[src/rtl/msd_pkg.sv]
package msd_pkg;

  typedef enum logic {
    ST_IDLE,
    ST_BUSY
  } msd_state_e;

  typedef enum logic [1:0] {
    RS_IDLE,
    RS_ISSUE,
    RS_WAIT,
    RS_DONE
  } msd_row_state_e;

endpackage

[src/rtl/msd_stripe_calc.sv]
module msd_stripe_calc #(
  parameter int unsigned N_ROWS   = 8,
  parameter int unsigned LBA_W    = 32,
  parameter int unsigned MIN_LOG2 = 2,
  parameter int unsigned MAX_CODE = 3,
  localparam int unsigned ECODE_W = (MAX_CODE < 1) ? 1 : $clog2(MAX_CODE + 1),
  localparam int unsigned LEN_W   = MIN_LOG2 + MAX_CODE + 1,
  localparam int unsigned ROW_W   = (N_ROWS < 2) ? 1 : $clog2(N_ROWS),
  localparam int unsigned SLOT_W  = ROW_W + MIN_LOG2 + MAX_CODE
) (
  input  logic [LBA_W-1:0]         base_i,
  input  logic [ECODE_W-1:0]       code_i,
  output logic [N_ROWS*LBA_W-1:0]  lba_o,
  output logic [N_ROWS*LEN_W-1:0]  len_o,
  output logic [N_ROWS*SLOT_W-1:0] slot_o
);

  localparam int unsigned SH_W = $clog2(MIN_LOG2 + MAX_CODE + 1);

  logic [SH_W-1:0]  sh;
  logic [LEN_W-1:0] len;

  assign sh  = SH_W'(MIN_LOG2) + SH_W'(code_i);
  assign len = LEN_W'(1) << sh;

  for (genvar r = 0; r < N_ROWS; r++) begin : g_row
    assign lba_o[r*LBA_W +: LBA_W]    = base_i + (LBA_W'(r) << sh);
    assign len_o[r*LEN_W +: LEN_W]    = len;
    assign slot_o[r*SLOT_W +: SLOT_W] = SLOT_W'(r) << sh;
  end

endmodule

[src/rtl/msd_row_track.sv]
module msd_row_track
  import msd_pkg::*;
(
  input  logic clk_i,
  input  logic rst_ni,
  input  logic start_i,
  input  logic cmd_ready_i,
  input  logic cpl_valid_i,
  input  logic cpl_err_i,
  output logic cmd_valid_o,
  output logic fin_o,
  output logic err_o
);

  msd_row_state_e state_q;
  logic           err_q;

  always_ff @(posedge clk_i or negedge rst_ni) begin
    if (!rst_ni) begin
      state_q <= RS_IDLE;
      err_q   <= 1'b0;
    end else if (start_i) begin
      state_q <= RS_ISSUE;
      err_q   <= 1'b0;
    end else begin
      unique case (state_q)
        RS_ISSUE: if (cmd_ready_i) state_q <= RS_WAIT;
        RS_WAIT: if (cpl_valid_i) begin
          state_q <= RS_DONE;
          err_q   <= cpl_err_i;
        end
        default: ;
      endcase
    end
  end

  assign cmd_valid_o = (state_q == RS_ISSUE);
  assign fin_o       = (state_q == RS_DONE);
  assign err_o       = err_q;

  // command held until accepted
  p_hold_valid_r4: assert property (@(posedge clk_i) disable iff (!rst_ni)
    (cmd_valid_o && !cmd_ready_i) |=> cmd_valid_o);

  // early completion cannot finish the row
  p_early_cpl_ignored_r9: assert property (@(posedge clk_i) disable iff (!rst_ni)
    (cmd_valid_o && cpl_valid_i && !start_i) |=> !fin_o);

endmodule

[src/rtl/miss_stripe_dispatch.sv]
module miss_stripe_dispatch
  import msd_pkg::*;
#(
  parameter int unsigned N_ROWS   = 8,
  parameter int unsigned LBA_W    = 32,
  parameter int unsigned CODE_W   = 3,
  parameter int unsigned MIN_LOG2 = 2,
  parameter int unsigned MAX_CODE = 3,
  localparam int unsigned ECODE_W = (MAX_CODE < 1) ? 1 : $clog2(MAX_CODE + 1),
  localparam int unsigned LEN_W   = MIN_LOG2 + MAX_CODE + 1,
  localparam int unsigned ROW_W   = (N_ROWS < 2) ? 1 : $clog2(N_ROWS),
  localparam int unsigned SLOT_W  = ROW_W + MIN_LOG2 + MAX_CODE
) (
  input  logic                     clk_i,
  input  logic                     rst_ni,
  input  logic                     req_valid_i,
  output logic                     req_ready_o,
  input  logic [LBA_W-1:0]         req_lba_i,
  input  logic [CODE_W-1:0]        ab_code_i,
  output logic [N_ROWS-1:0]        cmd_valid_o,
  input  logic [N_ROWS-1:0]        cmd_ready_i,
  output logic [N_ROWS*LBA_W-1:0]  cmd_lba_o,
  output logic [N_ROWS*LEN_W-1:0]  cmd_len_o,
  output logic [N_ROWS*SLOT_W-1:0] cmd_slot_o,
  input  logic [N_ROWS-1:0]        cpl_valid_i,
  input  logic [N_ROWS-1:0]        cpl_err_i,
  output logic                     done_o,
  output logic                     err_o
);

  localparam int unsigned SH_W = $clog2(MIN_LOG2 + MAX_CODE + 1);

  msd_state_e         state_q;
  logic [LBA_W-1:0]   base_q;
  logic [ECODE_W-1:0] code_q;
  logic               done_q, err_q;

  logic [ECODE_W-1:0] code_eff;
  logic [SH_W-1:0]    sh_acc;
  logic [LBA_W-1:0]   base_acc;
  logic               start;
  logic [N_ROWS-1:0]  row_fin, row_err;
  logic               all_fin;

  // out-of-range codes saturate at the largest block
  assign code_eff = (ab_code_i > CODE_W'(MAX_CODE)) ? ECODE_W'(MAX_CODE)
                                                    : ab_code_i[ECODE_W-1:0];
  assign sh_acc   = SH_W'(MIN_LOG2) + SH_W'(code_eff);
  assign base_acc = req_lba_i & ({LBA_W{1'b1}} << sh_acc);

  assign req_ready_o = (state_q == ST_IDLE);
  assign start       = req_valid_i && req_ready_o;
  assign all_fin     = &row_fin;

  always_ff @(posedge clk_i or negedge rst_ni) begin
    if (!rst_ni) begin
      state_q <= ST_IDLE;
      base_q  <= '0;
      code_q  <= '0;
      done_q  <= 1'b0;
      err_q   <= 1'b0;
    end else begin
      done_q <= 1'b0;
      err_q  <= 1'b0;
      unique case (state_q)
        ST_IDLE: if (start) begin
          base_q  <= base_acc;
          code_q  <= code_eff;
          state_q <= ST_BUSY;
        end
        ST_BUSY: if (all_fin) begin
          done_q  <= ~|row_err;
          err_q   <= |row_err;
          state_q <= ST_IDLE;
        end
        default: state_q <= ST_IDLE;
      endcase
    end
  end

  assign done_o = done_q;
  assign err_o  = err_q;

  msd_stripe_calc #(
    .N_ROWS  (N_ROWS),
    .LBA_W   (LBA_W),
    .MIN_LOG2(MIN_LOG2),
    .MAX_CODE(MAX_CODE)
  ) u_calc (
    .base_i(base_q),
    .code_i(code_q),
    .lba_o (cmd_lba_o),
    .len_o (cmd_len_o),
    .slot_o(cmd_slot_o)
  );

  for (genvar r = 0; r < N_ROWS; r++) begin : g_row
    msd_row_track u_track (
      .clk_i      (clk_i),
      .rst_ni     (rst_ni),
      .start_i    (start),
      .cmd_ready_i(cmd_ready_i[r]),
      .cpl_valid_i(cpl_valid_i[r]),
      .cpl_err_i  (cpl_err_i[r]),
      .cmd_valid_o(cmd_valid_o[r]),
      .fin_o      (row_fin[r]),
      .err_o      (row_err[r])
    );

    // fields stable while waiting
    p_hold_lba_r4: assert property (@(posedge clk_i) disable iff (!rst_ni)
      (cmd_valid_o[r] && !cmd_ready_i[r]) |=> $stable(cmd_lba_o[r*LBA_W +: LBA_W]));

    if (r > 0) begin : g_nb
      // neighbouring rows one block apart
      p_stripe_r3: assert property (@(posedge clk_i) disable iff (!rst_ni)
        cmd_valid_o[r] |-> (cmd_lba_o[r*LBA_W +: LBA_W] - cmd_lba_o[(r-1)*LBA_W +: LBA_W])
                           == LBA_W'(cmd_len_o[r*LEN_W +: LEN_W]));
    end
  end

  // window base on block boundary
  p_align_r2: assert property (@(posedge clk_i) disable iff (!rst_ni)
    cmd_valid_o[0] |-> ((cmd_lba_o[LBA_W-1:0] & (LBA_W'(cmd_len_o[LEN_W-1:0]) - 1'b1)) == '0));

  // no acceptance while commands pending
  p_no_accept_busy_r5: assert property (@(posedge clk_i) disable iff (!rst_ni)
    (|cmd_valid_o) |-> !req_ready_o);

  // single-cycle done
  p_done_pulse_r6: assert property (@(posedge clk_i) disable iff (!rst_ni)
    done_o |=> !done_o);

endmodule

[config.mk]
export PLATFORM = sky130hd
export DESIGN_NAME = miss_stripe_dispatch
export DESIGN_NICKNAME = d
export VERILOG_FILES = /design/src/rtl/msd_pkg.sv /design/src/rtl/msd_stripe_calc.sv /design/src/rtl/msd_row_track.sv /design/src/rtl/miss_stripe_dispatch.sv
export SDC_FILE = /design/constraint.sdc
export NUM_CORES = 1
export LEC_CHECK = 0
export BUFFER_PORTS_ARGS = -buffer_cell sky130_fd_sc_hd__clkbuf_2
export CAP_MARGIN = 20
export CORE_AREA = 2 2 170 172
export CTS_CLUSTER_DIAMETER = 120
export DETAILED_ROUTE_END_ITERATION = 16
export DIE_AREA = 0 0 172 174
export PLACE_DENSITY_LB_ADDON = 0.12
export SLEW_MARGIN = 0
export SYNTH_ARGS = -nofsm -noshare
export SYNTH_HDL_FRONTEND = slang
export SYNTH_SLANG_ARGS = --single-unit
[constraint.sdc]
create_clock -name clk_i -period 4.6 [get_ports clk_i]
set_input_delay 0.23 -clock clk_i [delete_from_list [all_inputs] [get_ports clk_i]]
set_output_delay 0.23 -clock clk_i [all_outputs]
set_load 0.01 [all_outputs]
==> results.txt <==
----------------------------------------------------
[Outcome]
  Outcome ... finished, final reports clean

[Global routing]
  Initial antenna violation count ... 2
  Overflow after GRT ... 0
  First-pass GRT wire length ... 48490 um
  Vias in the first global route ... 7746
  Combined global-route utilization of all metal layers ... 0.2145
  Maximum number of pins on one net before global-route repair ... 61

[Placement]
  Total of buffers placed on input and output ports ... 420
  Placer Congestion ... 0.8379
  Post-DP HPWL ... 26400 um
  Cell area after placement ... 9761 um2

[Run]
  Max capacitance violation total ... 0

[Clocking]
  Number of gates resized after CTS ... 0
  Latest clock arrival within the worst-skew pair ... 0.33 ns
  Buffer depth of the longest clock path ... 2
  Max H-tree Level ... 3
  Hold bufs inserted after CTS ... 0
  Cell chosen for the clock root ... sky130_fd_sc_hd__clkbuf_16
  CTS tree ... built
  Setup bufs post-CTS ... 0
  TritonCTS Buffers ... 9
  Number of clock sinks ... 60
  CTS clock-pin slew for the worst setup and hold paths ... 0.06 ns

[Critical path]
  Worst reg2reg startpoint ... state_q
  Crit-path slowest cell ... sky130_fd_sc_hd__a2111oi_1
  Largest driver fanout on the critical path ... 16
  Endpoint of the worst setup timing path ... cmd_lba_o[177]
  Depth of the most critical reg-to-reg path ... 5
  Largest stage delay on the critical path ... 0.81 ns
  Kind of capture point of the worst setup path ... output port
  CP Data Arrival Time ... 4.07 ns
  Register-to-register path setup slack ... 2.95 ns
  Classification of the worst setup path ... reg2out
  Ordered cell list for the critical path ... inv_1, ha_1, or2_2, ha_1, o21a_1, o21a_1, a2111oi_1, o31ai_2, nand2_1, xnor2_1, clkbuf_2
  CP Data Required Time ... 4.37 ns
  Endpoint of the most critical register-to-register path ... base_q[20]
  Critical Path Source ... code_q[1]
  Startpoint Class ... flip-flop

[Synthesis]
  Fraction of the mapped netlist area in adder cells ... 0.07247
  Share of Yosys cell area claimed by the top area cell type ... 0.1858
  Average instance area after synthesis ... 7.566 um2
  Number of distinct library cells after synthesis ... 69
  Async S/R FF share, synth ... 1.000
  Dominant synthesized flop cell ... sky130_fd_sc_hd__dfrtp_1
  Seq cells post-synth ... 60
  Count leader, synth ... sky130_fd_sc_hd__nand2_1
  XOR/XNOR Fraction of Synth Area ... 0.2166
  Top cell types by occurrence after synthesis ... sky130_fd_sc_hd__nand2_1 (201), sky130_fd_sc_hd__xnor2_1 (156), sky130_fd_sc_hd__buf_4 (120)
  Synth Area in Compound Gates ... 0.1233
  Post-synthesis instance area ... 8080 um2
  Cell type contributing the most total cell area after synthesis ... sky130_fd_sc_hd__dfrtp_1
  Dominant combinational cell family by area after synthesis ... simple AND/OR/NAND/NOR gates
  Proportion of synthesized chip area in sequential cells ... 0.1858
  Cell types occupying the most area after synthesis ... sky130_fd_sc_hd__dfrtp_1 (19%), sky130_fd_sc_hd__xnor2_1 (17%), sky130_fd_sc_hd__buf_4 (11%)
  Number of enable-type register cells in the synthesized netlist ... 0
  Mux share of post-synthesis cell area ... 0.008671
  Warnings from Yosys ... 0
  Area fraction in and, or, nand and nor cells after synthesis ... 0.2426
  Gate count of the mapped netlist ... 1068

[Final layout]
  Count of filler cells inserted in the layout ... 3132
  Net count, final ... 1470
  Area of the multi-input gates ... 5448 um2
  Sequential cell area ... 1501 um2
  Share of layout cells above drive strength 1 ... 0.3563
  Area of all placed cells without fillers ... 10050 um2
  Area overhead of the layout relative to synthesis ... 24.36%

[Detailed routing]
  Violation count after the first detailed-routing iteration ... 414
  Post-detailed-routing wire length ... 33150 um
  First-pass iteration count of the detailed router ... 5
  Drt drc ... 0
  Wire per inst ... 18.92 um
  Vias/cell ... 4.675
  Total via count in the routed design ... 8191
  Number of nets with antenna violations after routing ... 0

[Timing]
  Final hold violation count ... 0
  Clock period minus worst slack ... 4.303 ns
  Final-report setup violation count ... 0
  Worst Max-Slew Pin Slew ... 1.080 ns
  Pins over their slew limit ... 0
  Slew headroom ... 0.2801
  Clock Skew ... 0.007775 ns
  Share of the clock period used by the worst path after layout ... 0.9355
  Achievable clock frequency ... 232.4 MHz
  RSZ-0062 raised after global routing ... false
  Setup_tns ... 0 ns

[Die]
  Boundary Pins ... 441
  Initial standard-cell utilization of the core ... 0.2862
  Total core area ... 28240 um2
  Die Wd ... 172 um
  Die Footprint ... 29930 um2
  Cell Rows ... 62
  Vertical die dimension ... 174 um

[Power and ir drop]
  Static power due to leakage ... 5.102 nW
  VDD IR-drop max ... 0.2564 mV
  Total power ... 8.569 mW
  Power density over cell area ... 852.8 nW/um2

[Min path]
  Worst Hold Class ... in2async

----------------------------------------------------
-- layer usage --
layer	up-vias	track usage	part of all wire
met5	-	0	0.00030
met4	2	0.06092	0.024
met3	43	0.04577	0.074
met2	316	0.3455	0.45
met1	3825	0.2880	0.45
li1	4005	-	-
-- stage by stage --
stage / utilization / hold slack, ns / instances / setup slack [ns]
floorplan: - / -0.06559 / 1087 / 0.8906
global placement: 0.3457 / 0.4214 / 1735 / 0.7479
detailed placement: 0.3457 / 0.4276 / 1735 / 0.6892
CTS: 0.3558 / 0.06862 / 1751 / 0.3010
global route: 0.3558 / 0.08442 / 1751 / 0.03732
finish: 0.3559 / 0.07609 / 1752 / 0.2966
-- state kept, by name (all words and copies together), names as in the netlist --
| signal | count |
|---|---|
| base_q | 31 |
| code_q | 2 |
| done_o | 1 |
| err_o | 1 |
| g_row.u_track.err_o | 8 |
| g_row.u_track.state_q | 16 |
| state_q | 1 |
-- cell usage in the layout (no fill, tap or decap), types with 5 or more instances in the layout --
cell,instances
sky130_fd_sc_hd__nor4_1,6
sky130_fd_sc_hd__o22ai_1,9
sky130_fd_sc_hd__nor3_1,6
sky130_fd_sc_hd__o21ai_0,28
sky130_fd_sc_hd__conb_1,20
sky130_fd_sc_hd__and4_1,7
sky130_fd_sc_hd__nor2_1,62
sky130_fd_sc_hd__xnor2_1,156
sky130_fd_sc_hd__inv_1,17
sky130_fd_sc_hd__nor3_2,5
sky130_fd_sc_hd__ha_1,46
sky130_fd_sc_hd__nand4_1,11
sky130_fd_sc_hd__buf_4,21
sky130_fd_sc_hd__nor2b_1,21
sky130_fd_sc_hd__a31oi_1,8
sky130_fd_sc_hd__a21oi_1,43
sky130_fd_sc_hd__mux2i_1,7
sky130_fd_sc_hd__a21o_1,12
sky130_fd_sc_hd__xor2_1,42
sky130_fd_sc_hd__clkbuf_16,9
sky130_fd_sc_hd__o21a_1,5
sky130_fd_sc_hd__and3_1,15
sky130_fd_sc_hd__dfrtp_1,60
sky130_fd_sc_hd__nand3b_1,8
sky130_fd_sc_hd__nand3_1,38
sky130_fd_sc_hd__nand2_1,201
sky130_fd_sc_hd__and2_1,11
sky130_fd_sc_hd__clkbuf_2,419
-- critical path: cells and delay by family (launching register included) --
kind,cells,cell delay (ns)
flops,1,0.37
compound gates,4,1.53
buf+inv,2,0.43
simple gates,2,0.38
xor+xnor,1,0.12
fa+ha+maj,2,0.89
-- kinds of logic after synthesis --
group,Yosys count
adders and majority gates,47
buffers and inverters,196
other,1
and+or+nand+nor,412
AOI/OAI and AO/OA,146
DFF,60
xor gates and xnor gates,199
muxes,7
-- how the worst min path moves through the flow --
| stage | end | slack (ns) | cells after the start |
|---|---|---|---|
| 2_1_floorplan | base_q[0] | -0.07 | 0 |
| 3_3_place_gp | base_q[31] | 0.42 | 3 |
| 3_5_place_dp | base_q[12] | 0.43 | 3 |
| 4_1_cts | base_q[12] | 0.07 | 3 |
| 5_1_grt | base_q[7] | 0.08 | 3 |
| 6_report | base_q[19] | 0.08 | 2 |
-- area by class of cell --
type	instances	area share
clock inverters	6	0.004607
repair buffers	441	0.2249
flip-flops and latches	60	0.1494
inverters	19	0.007097
clock buffers	10	0.02378
well taps	384	0.04781
diodes	1	0.0002490
multi-input cells	831	0.5421
-- power breakdown --
group | leakage, nW | switching, mW | internal [mW] | total (mW)
clock | 0.135 | 0.265 | 0.383 | 0.648
combinational | 4.26 | 3.93 | 2.64 | 6.57
sequential | 0.707 | 0.620 | 0.733 | 1.35
No activity file was read; power rests on OpenSTA's default activity.
